===== src/rtl/uart_stat_pkg.sv =====
package uart_stat_pkg;

    localparam int DATA_W = 8;

    localparam logic [1:0] ADDR_STAT = 2'd0;
    localparam logic [1:0] ADDR_CTRL = 2'd1;
    localparam logic [1:0] ADDR_DATA = 2'd2;

    localparam int ST_RDRF = 0;
    localparam int ST_OVR  = 1;
    localparam int ST_PE   = 2;
    localparam int ST_FE   = 3;
    localparam int ST_DCD  = 4;
    localparam int ST_TDRE = 5;

    localparam int CT_ERR_RST = 7;

    typedef struct packed {
        logic [DATA_W-1:0] data;
        logic              par_err;
        logic              frm_err;
    } rx_ent_t;

    typedef struct packed {
        logic cts_auto;
        logic dcd_auto;
        logic tx_ie;
        logic rx_ie;
    } ctrl_t;

endpackage


===== src/rtl/uart_pin_sync.sv =====
module uart_pin_sync #(
    parameter int WIDTH  = 2,
    parameter int STAGES = 2
) (
    input  logic             clk,
    input  logic             rst_n,
    input  logic [WIDTH-1:0] pin_a,
    output logic [WIDTH-1:0] pin_s
);
    logic [STAGES-1:0][WIDTH-1:0] chain_d, chain_q;

    always_comb begin
        chain_d[0] = pin_a;
        for (int i = 1; i < STAGES; i++) begin
            chain_d[i] = chain_q[i-1];
        end
    end

    always_ff @(posedge clk or negedge rst_n) begin
        if (!rst_n) chain_q <= '0;
        else        chain_q <= chain_d;
    end

    assign pin_s = chain_q[STAGES-1];
endmodule


===== src/rtl/uart_rx_tag_fifo.sv =====
module uart_rx_tag_fifo
    import uart_stat_pkg::*;
#(
    parameter int DEPTH = 4
) (
    input  logic    clk,
    input  logic    rst_n,
    input  logic    push,
    input  rx_ent_t push_ent,
    input  logic    pop,
    output rx_ent_t head,
    output logic    empty,
    output logic    full,
    output logic    drop
);
    localparam int PW = $clog2(DEPTH);
    localparam int CW = $clog2(DEPTH + 1);

    typedef struct packed {
        rx_ent_t [DEPTH-1:0] mem;
        logic    [PW-1:0]    wp;
        logic    [PW-1:0]    rp;
        logic    [CW-1:0]    cnt;
    } fifo_st_t;

    fifo_st_t st_d, st_q;
    logic do_pop, do_push;

    function automatic logic [PW-1:0] wrap_inc(input logic [PW-1:0] p);
        return (p == PW'(DEPTH - 1)) ? '0 : p + 1'b1;
    endfunction

    always_comb begin
        st_d    = st_q;
        do_pop  = pop && (st_q.cnt != '0);
        do_push = push && ((st_q.cnt != CW'(DEPTH)) || do_pop);
        if (do_push) begin
            st_d.mem[st_q.wp] = push_ent;
            st_d.wp           = wrap_inc(st_q.wp);
        end
        if (do_pop) begin
            st_d.rp = wrap_inc(st_q.rp);
        end
        case ({do_push, do_pop})
            2'b10:   st_d.cnt = st_q.cnt + 1'b1;
            2'b01:   st_d.cnt = st_q.cnt - 1'b1;
            default: st_d.cnt = st_q.cnt;
        endcase
    end

    always_ff @(posedge clk or negedge rst_n) begin
        if (!rst_n) st_q <= '0;
        else        st_q <= st_d;
    end

    assign head  = st_q.mem[st_q.rp];
    assign empty = (st_q.cnt == '0);
    assign full  = (st_q.cnt == CW'(DEPTH));
    assign drop  = push && !do_push;
endmodule


===== src/rtl/uart_tx_hold.sv =====
module uart_tx_hold
    import uart_stat_pkg::*;
(
    input  logic              clk,
    input  logic              rst_n,
    input  logic              wr,
    input  logic [DATA_W-1:0] wdata,
    input  logic              sr_empty,
    output logic              load,
    output logic [DATA_W-1:0] load_data,
    output logic              full
);
    typedef struct packed {
        logic              full;
        logic [DATA_W-1:0] data;
    } hold_st_t;

    hold_st_t st_d, st_q;

    always_comb begin
        st_d = st_q;
        load = st_q.full && sr_empty;
        if (load) st_d.full = 1'b0;
        if (wr) begin
            st_d.full = 1'b1;
            st_d.data = wdata;
        end
    end

    always_ff @(posedge clk or negedge rst_n) begin
        if (!rst_n) st_q <= '0;
        else        st_q <= st_d;
    end

    assign load_data = st_q.data;
    assign full      = st_q.full;
endmodule


===== src/rtl/uart_stat_irq.sv =====
module uart_stat_irq
    import uart_stat_pkg::*;
#(
    parameter int RX_DEPTH    = 4,
    parameter int SYNC_STAGES = 2
) (
    input  logic              clk,
    input  logic              rst_n,
    input  logic              rx_valid,
    input  logic [DATA_W-1:0] rx_data,
    input  logic              rx_par_err,
    input  logic              rx_stop_bit,
    input  logic              tx_sr_empty,
    output logic              tx_load,
    output logic [DATA_W-1:0] tx_data,
    input  logic              dcd_pin,
    input  logic              cts_pin,
    input  logic              dma_rx_claim,
    input  logic              iostop,
    input  logic [1:0]        cpu_addr,
    input  logic              cpu_wr,
    input  logic              cpu_rd,
    input  logic [7:0]        cpu_wdata,
    output logic [7:0]        cpu_rdata,
    output logic [7:0]        status,
    output logic              irq
);
    typedef struct packed {
        ctrl_t ctrl;
        logic  ovr;
        logic  pe;
        logic  fe;
        logic  tag_done;
        logic  dcd;
        logic  dcd_evt;
        logic  dcd_prev;
    } stat_st_t;

    stat_st_t s_d, s_q;

    logic [1:0] pin_s;
    logic       dcd_s, cts_s;
    logic       stat_rd, ctl_wr, err_rst, data_rd, tdr_wr, err_clr;
    logic       fifo_empty, fifo_full, fifo_drop;
    rx_ent_t    fifo_head, rx_ent;
    logic       tdr_full, tdre, rdrf;

    uart_pin_sync #(.WIDTH(2), .STAGES(SYNC_STAGES)) i_sync (
        .clk   (clk),
        .rst_n (rst_n),
        .pin_a ({cts_pin, dcd_pin}),
        .pin_s (pin_s)
    );
    assign dcd_s = pin_s[0];
    assign cts_s = pin_s[1];

    assign stat_rd = cpu_rd && (cpu_addr == ADDR_STAT);
    assign ctl_wr  = cpu_wr && (cpu_addr == ADDR_CTRL);
    assign err_rst = ctl_wr && cpu_wdata[CT_ERR_RST];
    assign data_rd = cpu_rd && (cpu_addr == ADDR_DATA);
    assign tdr_wr  = cpu_wr && (cpu_addr == ADDR_DATA);

    assign rx_ent = '{data: rx_data, par_err: rx_par_err, frm_err: ~rx_stop_bit};

    uart_rx_tag_fifo #(.DEPTH(RX_DEPTH)) i_fifo (
        .clk      (clk),
        .rst_n    (rst_n),
        .push     (rx_valid),
        .push_ent (rx_ent),
        .pop      (data_rd),
        .head     (fifo_head),
        .empty    (fifo_empty),
        .full     (fifo_full),
        .drop     (fifo_drop)
    );

    uart_tx_hold i_tx (
        .clk       (clk),
        .rst_n     (rst_n),
        .wr        (tdr_wr),
        .wdata     (cpu_wdata),
        .sr_empty  (tx_sr_empty),
        .load      (tx_load),
        .load_data (tx_data),
        .full      (tdr_full)
    );

    assign err_clr = err_rst || iostop || (s_q.ctrl.dcd_auto && dcd_s);

    always_comb begin
        s_d = s_q;
        if (ctl_wr) s_d.ctrl = ctrl_t'(cpu_wdata[3:0]);

        // carrier detect level bit and rising-edge request
        s_d.dcd_prev = dcd_s;
        if (dcd_s)        s_d.dcd = 1'b1;
        else if (stat_rd) s_d.dcd = 1'b0;
        if (dcd_s && !s_q.dcd_prev) s_d.dcd_evt = 1'b1;
        else if (stat_rd)           s_d.dcd_evt = 1'b0;

        // error flags: overrun on drop, tags latched once per head entry
        if (fifo_drop) s_d.ovr = 1'b1;
        if (!fifo_empty && !s_q.tag_done) begin
            s_d.pe       = s_q.pe | fifo_head.par_err;
            s_d.fe       = s_q.fe | fifo_head.frm_err;
            s_d.tag_done = 1'b1;
        end
        if (data_rd && !fifo_empty) s_d.tag_done = 1'b0;
        if (err_clr) begin
            s_d.ovr = 1'b0;
            s_d.pe  = 1'b0;
            s_d.fe  = 1'b0;
        end
    end

    always_ff @(posedge clk or negedge rst_n) begin
        if (!rst_n) s_q <= '0;
        else        s_q <= s_d;
    end

    assign rdrf = !fifo_empty;
    assign tdre = iostop || (!tdr_full && !(s_q.ctrl.cts_auto && cts_s));

    always_comb begin
        status          = '0;
        status[ST_RDRF] = rdrf;
        status[ST_OVR]  = s_q.ovr;
        status[ST_PE]   = s_q.pe;
        status[ST_FE]   = s_q.fe;
        status[ST_DCD]  = s_q.dcd;
        status[ST_TDRE] = tdre;
    end

    assign irq = (s_q.ctrl.rx_ie && ((rdrf && !dma_rx_claim) || s_q.ovr || s_q.pe
                                     || s_q.fe || s_q.dcd_evt))
              || (s_q.ctrl.tx_ie && tdre);

    always_comb begin
        case (cpu_addr)
            ADDR_STAT: cpu_rdata = status;
            ADDR_CTRL: cpu_rdata = {4'b0, s_q.ctrl};
            ADDR_DATA: cpu_rdata = fifo_head.data;
            default:   cpu_rdata = '0;
        endcase
    end
endmodule


===== config.mk =====
export PLATFORM = sky130hd
export DESIGN_NAME = uart_stat_irq
export DESIGN_NICKNAME = d
export VERILOG_FILES = /design/src/rtl/uart_stat_pkg.sv /design/src/rtl/uart_pin_sync.sv /design/src/rtl/uart_rx_tag_fifo.sv /design/src/rtl/uart_tx_hold.sv /design/src/rtl/uart_stat_irq.sv
export SDC_FILE = /design/constraint.sdc
export NUM_CORES = 1
export LEC_CHECK = 0
export CAP_MARGIN = 15
export CORE_MARGIN = 2
export CORE_UTILIZATION = 65
export CTS_BUF_LIST = sky130_fd_sc_hd__clkbuf_8
export CTS_CLUSTER_DIAMETER = 120
export CTS_CLUSTER_SIZE = 28
export DETAILED_ROUTE_END_ITERATION = 16
export DONT_BUFFER_PORTS = 1
export PLACE_DENSITY = 0.81
export SLEW_MARGIN = 30
export SYNTH_ARGS = -nofsm -noshare
export SYNTH_HDL_FRONTEND = slang
export SYNTH_SLANG_ARGS = --single-unit

===== constraint.sdc =====
create_clock -name clk -period 5 [get_ports clk]
set_input_delay 1.25 -clock clk [delete_from_list [all_inputs] [get_ports clk]]
set_output_delay 1.25 -clock clk [all_outputs]
set_load 0.02 [all_outputs]

==> flow_summary_export.csv <==
group,metric,value,unit
clock_network,insertion_delay,0.34,ns
detailed_routing,first_iter_violations,142,
placed_design,preCtsSetupSlack,1.48,ns
grt,grtUsageTotal,0.229,
grt,grt_overflow_total,0,
timing,hold_viol,0,
final_layout,fin_util,0.733,
final_layout,layout.nets,280,
clock_network,clkTransAtPathRegs,0.08,ns
detailed_routing,avgRoutedWirePerCell,19.0,um
critical_path,cp-end-kind,"output port",
clock_network,htree_num_levels,3,
timing,setup_viol,0,
final_layout,diodes,0,
grt,grt_pass1_vias,1967,
timing,rsz0062_at_grt,"false",
job,drv_cap,0,
timing,final_max_slew_viol_count,0,
pwr,leakage,1.52,nW
clock_network,cts_num_sinks,71,
yosys,ys_types,39,
yosys,seq_area_frac_synth,0.536,
detailed_routing,drt-total-wl,6000,um
critical_path,crit_type,"in -> out",
yosys,netlist_area,0.00332,sq mm
detailed_routing,detail-route-antenna-nets,0,
timing,min_period,3.55,ns
clock_network,cts_setup_buffers,0,
grt,antenna_found_initial,0,
pwr,power.internal,1.46,mW
final_layout,drive_gt1_frac,0.329,
pwr,p_sw,705,uW
clock_network,holdBufCountCts,0,
final_layout,final_common_cell,"dfrtp_1",
floorplan,start_util,0.689,
timing,fin_hold_ws,0.352,ns
floorplan,pin_count,56,
pwr,vdd_drop_max,0.342,mV
timing,fmax,282,MHz
pwr,total_power,2.17,mW
detailed_routing,vias,1925,
pwr,p_sw_frac,0.325,
critical_path,crit_required,3.75,ns
grt,grt_max_degree,72,
yosys,ys_ff_latch,71,
critical_path,worst_setup_path_start_kind,"primary input",
timing,fin_ws,1.45,ns
clock_network,cts_tree,"done",
pwr,powerDensity,614,mW/mm^2
detailed_routing,first_pass_iters,6,
critical_path,cp_max_fo,10,
grt,grt_pass1_wl,9390,um
timing,fin_crit_sh,0.709,
clock_network,ctsResizeCount,0,
run_status,status,"finished clean",
placed_design,placed_cell_area,0.00331,sq mm
placed_design,routabilityCongestion,0.764,
clock_network,cts_buffer_depth,2,
clock_network,cts_made_buffers,9,
critical_path,cp.arrival,2.30,ns
timing,slew_headroom,0.489,
floorplan,core,0.00482,sq mm
timing,tightest_slew,0.765,ns
floorplan,dieArea,0.00569,sq mm
final_layout,fin_area,0.00353,sq mm
timing,finClkSkew,0.00714,ns
final_layout,fin_cells,316,
placed_design,io_buffer_count,0,
clock_network,cts_root_buf,"clkbuf_8",
detailed_routing,drc,0,
final_layout,final_cell_mix,"71 x dfrtp_1, 48 x mux2_2, 13 x o21ai_0",
floorplan,dieHeight,75.4,um
detailed_routing,via_per_inst,6.09,
floorplan,rows,25,
pwr,comb_power_share,0.314,
final_layout,area_growth_syn_to_layout,6.45,%
timing,setup_tns,0,ns
placed_design,post-dp-hpwl,4140,um
placed_design,dp_cells,300,
pwr,seq_power_share,0.455,
yosys,syn_inst,247,
yosys,avgSynthCellArea,13.4,sq um
hold_path,hold_path_class,"reg -> reg",
floorplan,die_w,75.4,um
pwr,pwr-share-clk,0.231,
yosys,yosysWarnings,0,
layout make-up:
type	instances	area (sq um)
Inverter	9	33.8
Fill cell	337	1290
Tap cell	67	83.8
Clock buffer	9	124
Multi-Input combinational cell	153	1420
Clock inverter	7	97.6
Sequential cell	71	1780
registers in the layout, indices dropped and copies added (netlist names):
register and flops:
s_q 7, i_sync.pin_s 2, i_sync.chain_d 2, i_fifo.st_q 47, status 4, i_tx.load_data 8, i_tx.full 1
worst paths after layout:
check	startpoint	endpoint	slack, ns	cells past startpoint
worst max register to register	i_fifo.st_q[1]$_DFFE_PN0P_	i_fifo.st_q[1]$_DFFE_PN0P_	2.88	7
max in group asynchronous	rst_n	i_fifo.st_q[13]$_DFFE_PN0P_	4.29	0
worst max-delay path	cpu_addr[1]	cpu_rdata[0]	1.45	3
worst min-delay path	i_sync.chain_d[2]$_DFF_PN0_	i_sync.pin_s[0]$_DFF_PN0_	0.35	0
worst min register to register	i_sync.chain_d[2]$_DFF_PN0_	i_sync.pin_s[0]$_DFF_PN0_	0.35	0
min in group asynchronous	rst_n	i_fifo.st_q[37]$_DFFE_PN0P_	0.60	0
synth_stat cells, drive strengths merged:
library cell	count	area, sq um
a21oi	9	45.0
dfrtp	71	1780
or3b	1	8.76
nor4b	1	8.76
and2	3	18.8
nand3b	3	35.0
mux2i	4	40.0
o21ai	13	65.1
o221ai	1	8.76
nor3	1	5.00
xor2	1	8.76
ha	5	62.6
a2bb2oi	1	8.76
buf	13	87.6
a21boi	1	18.8
nand2	16	90.1
o22ai	1	6.26
inv	9	33.8
a31oi	6	37.5
or3	1	6.26
a22o	3	26.3
nor2	11	41.3
nor4	1	6.26
nor2b	2	12.5
or2	1	6.26
clkbuf	2	7.51
xnor2	1	8.76
conb	1	3.75
mux4	10	225
a32oi	1	8.76
fa	1	20.0
nor3b	1	7.51
a311o	1	10.0
and3b	1	8.76
mux2	49	552
cells by family (layout without fill, tap and decap cells):
kind of cell | Yosys count | in the layout | synth area share
fa+ha+maj | 6 | 6 | 0.0249
flops | 71 | 71 | 0.536
mux | 63 | 63 | 0.246
buf+inv | 24 | 25 | 0.0389
xor+xnor | 2 | 2 | 0.00528
compound gates | 37 | 37 | 0.0709
simple gates | 43 | 43 | 0.0770
other cells | 1 | 2 | 0.00113
metal layers:
layer	wire length (um)	vias to the layer above	part of all wire	GRT usage
li1	-	873	-	-
met1	2640	982	0.44	0.298
met2	2970	62	0.50	0.385
met3	336	8	0.056	0.0516
met4	52	0	0.0087	0.0760
met5	0	-	0	0
power groups by stage:
| stage | logic, mW | clock network [mW] | registers [mW] |
|---|---|---|---|
| 6_report | 0.680 | 0.500 | 0.987 |
| 4_1_cts | 0.684 | 0.507 | 0.989 |
| 3_3_place_gp | 0.656 | 0 | 0.986 |
| 2_1_floorplan | 0.636 | 0 | 0.910 |
| 3_5_place_dp | 0.681 | 0 | 0.998 |
| 5_1_grt | 0.741 | 0.535 | 1.02 |
critical path, cell delays in order:
cell	delay, ns
nor2b_1	0.60
nand2_1	0.14
o21ai_0	0.30
No activity file was read; power rests on OpenSTA's default activity.
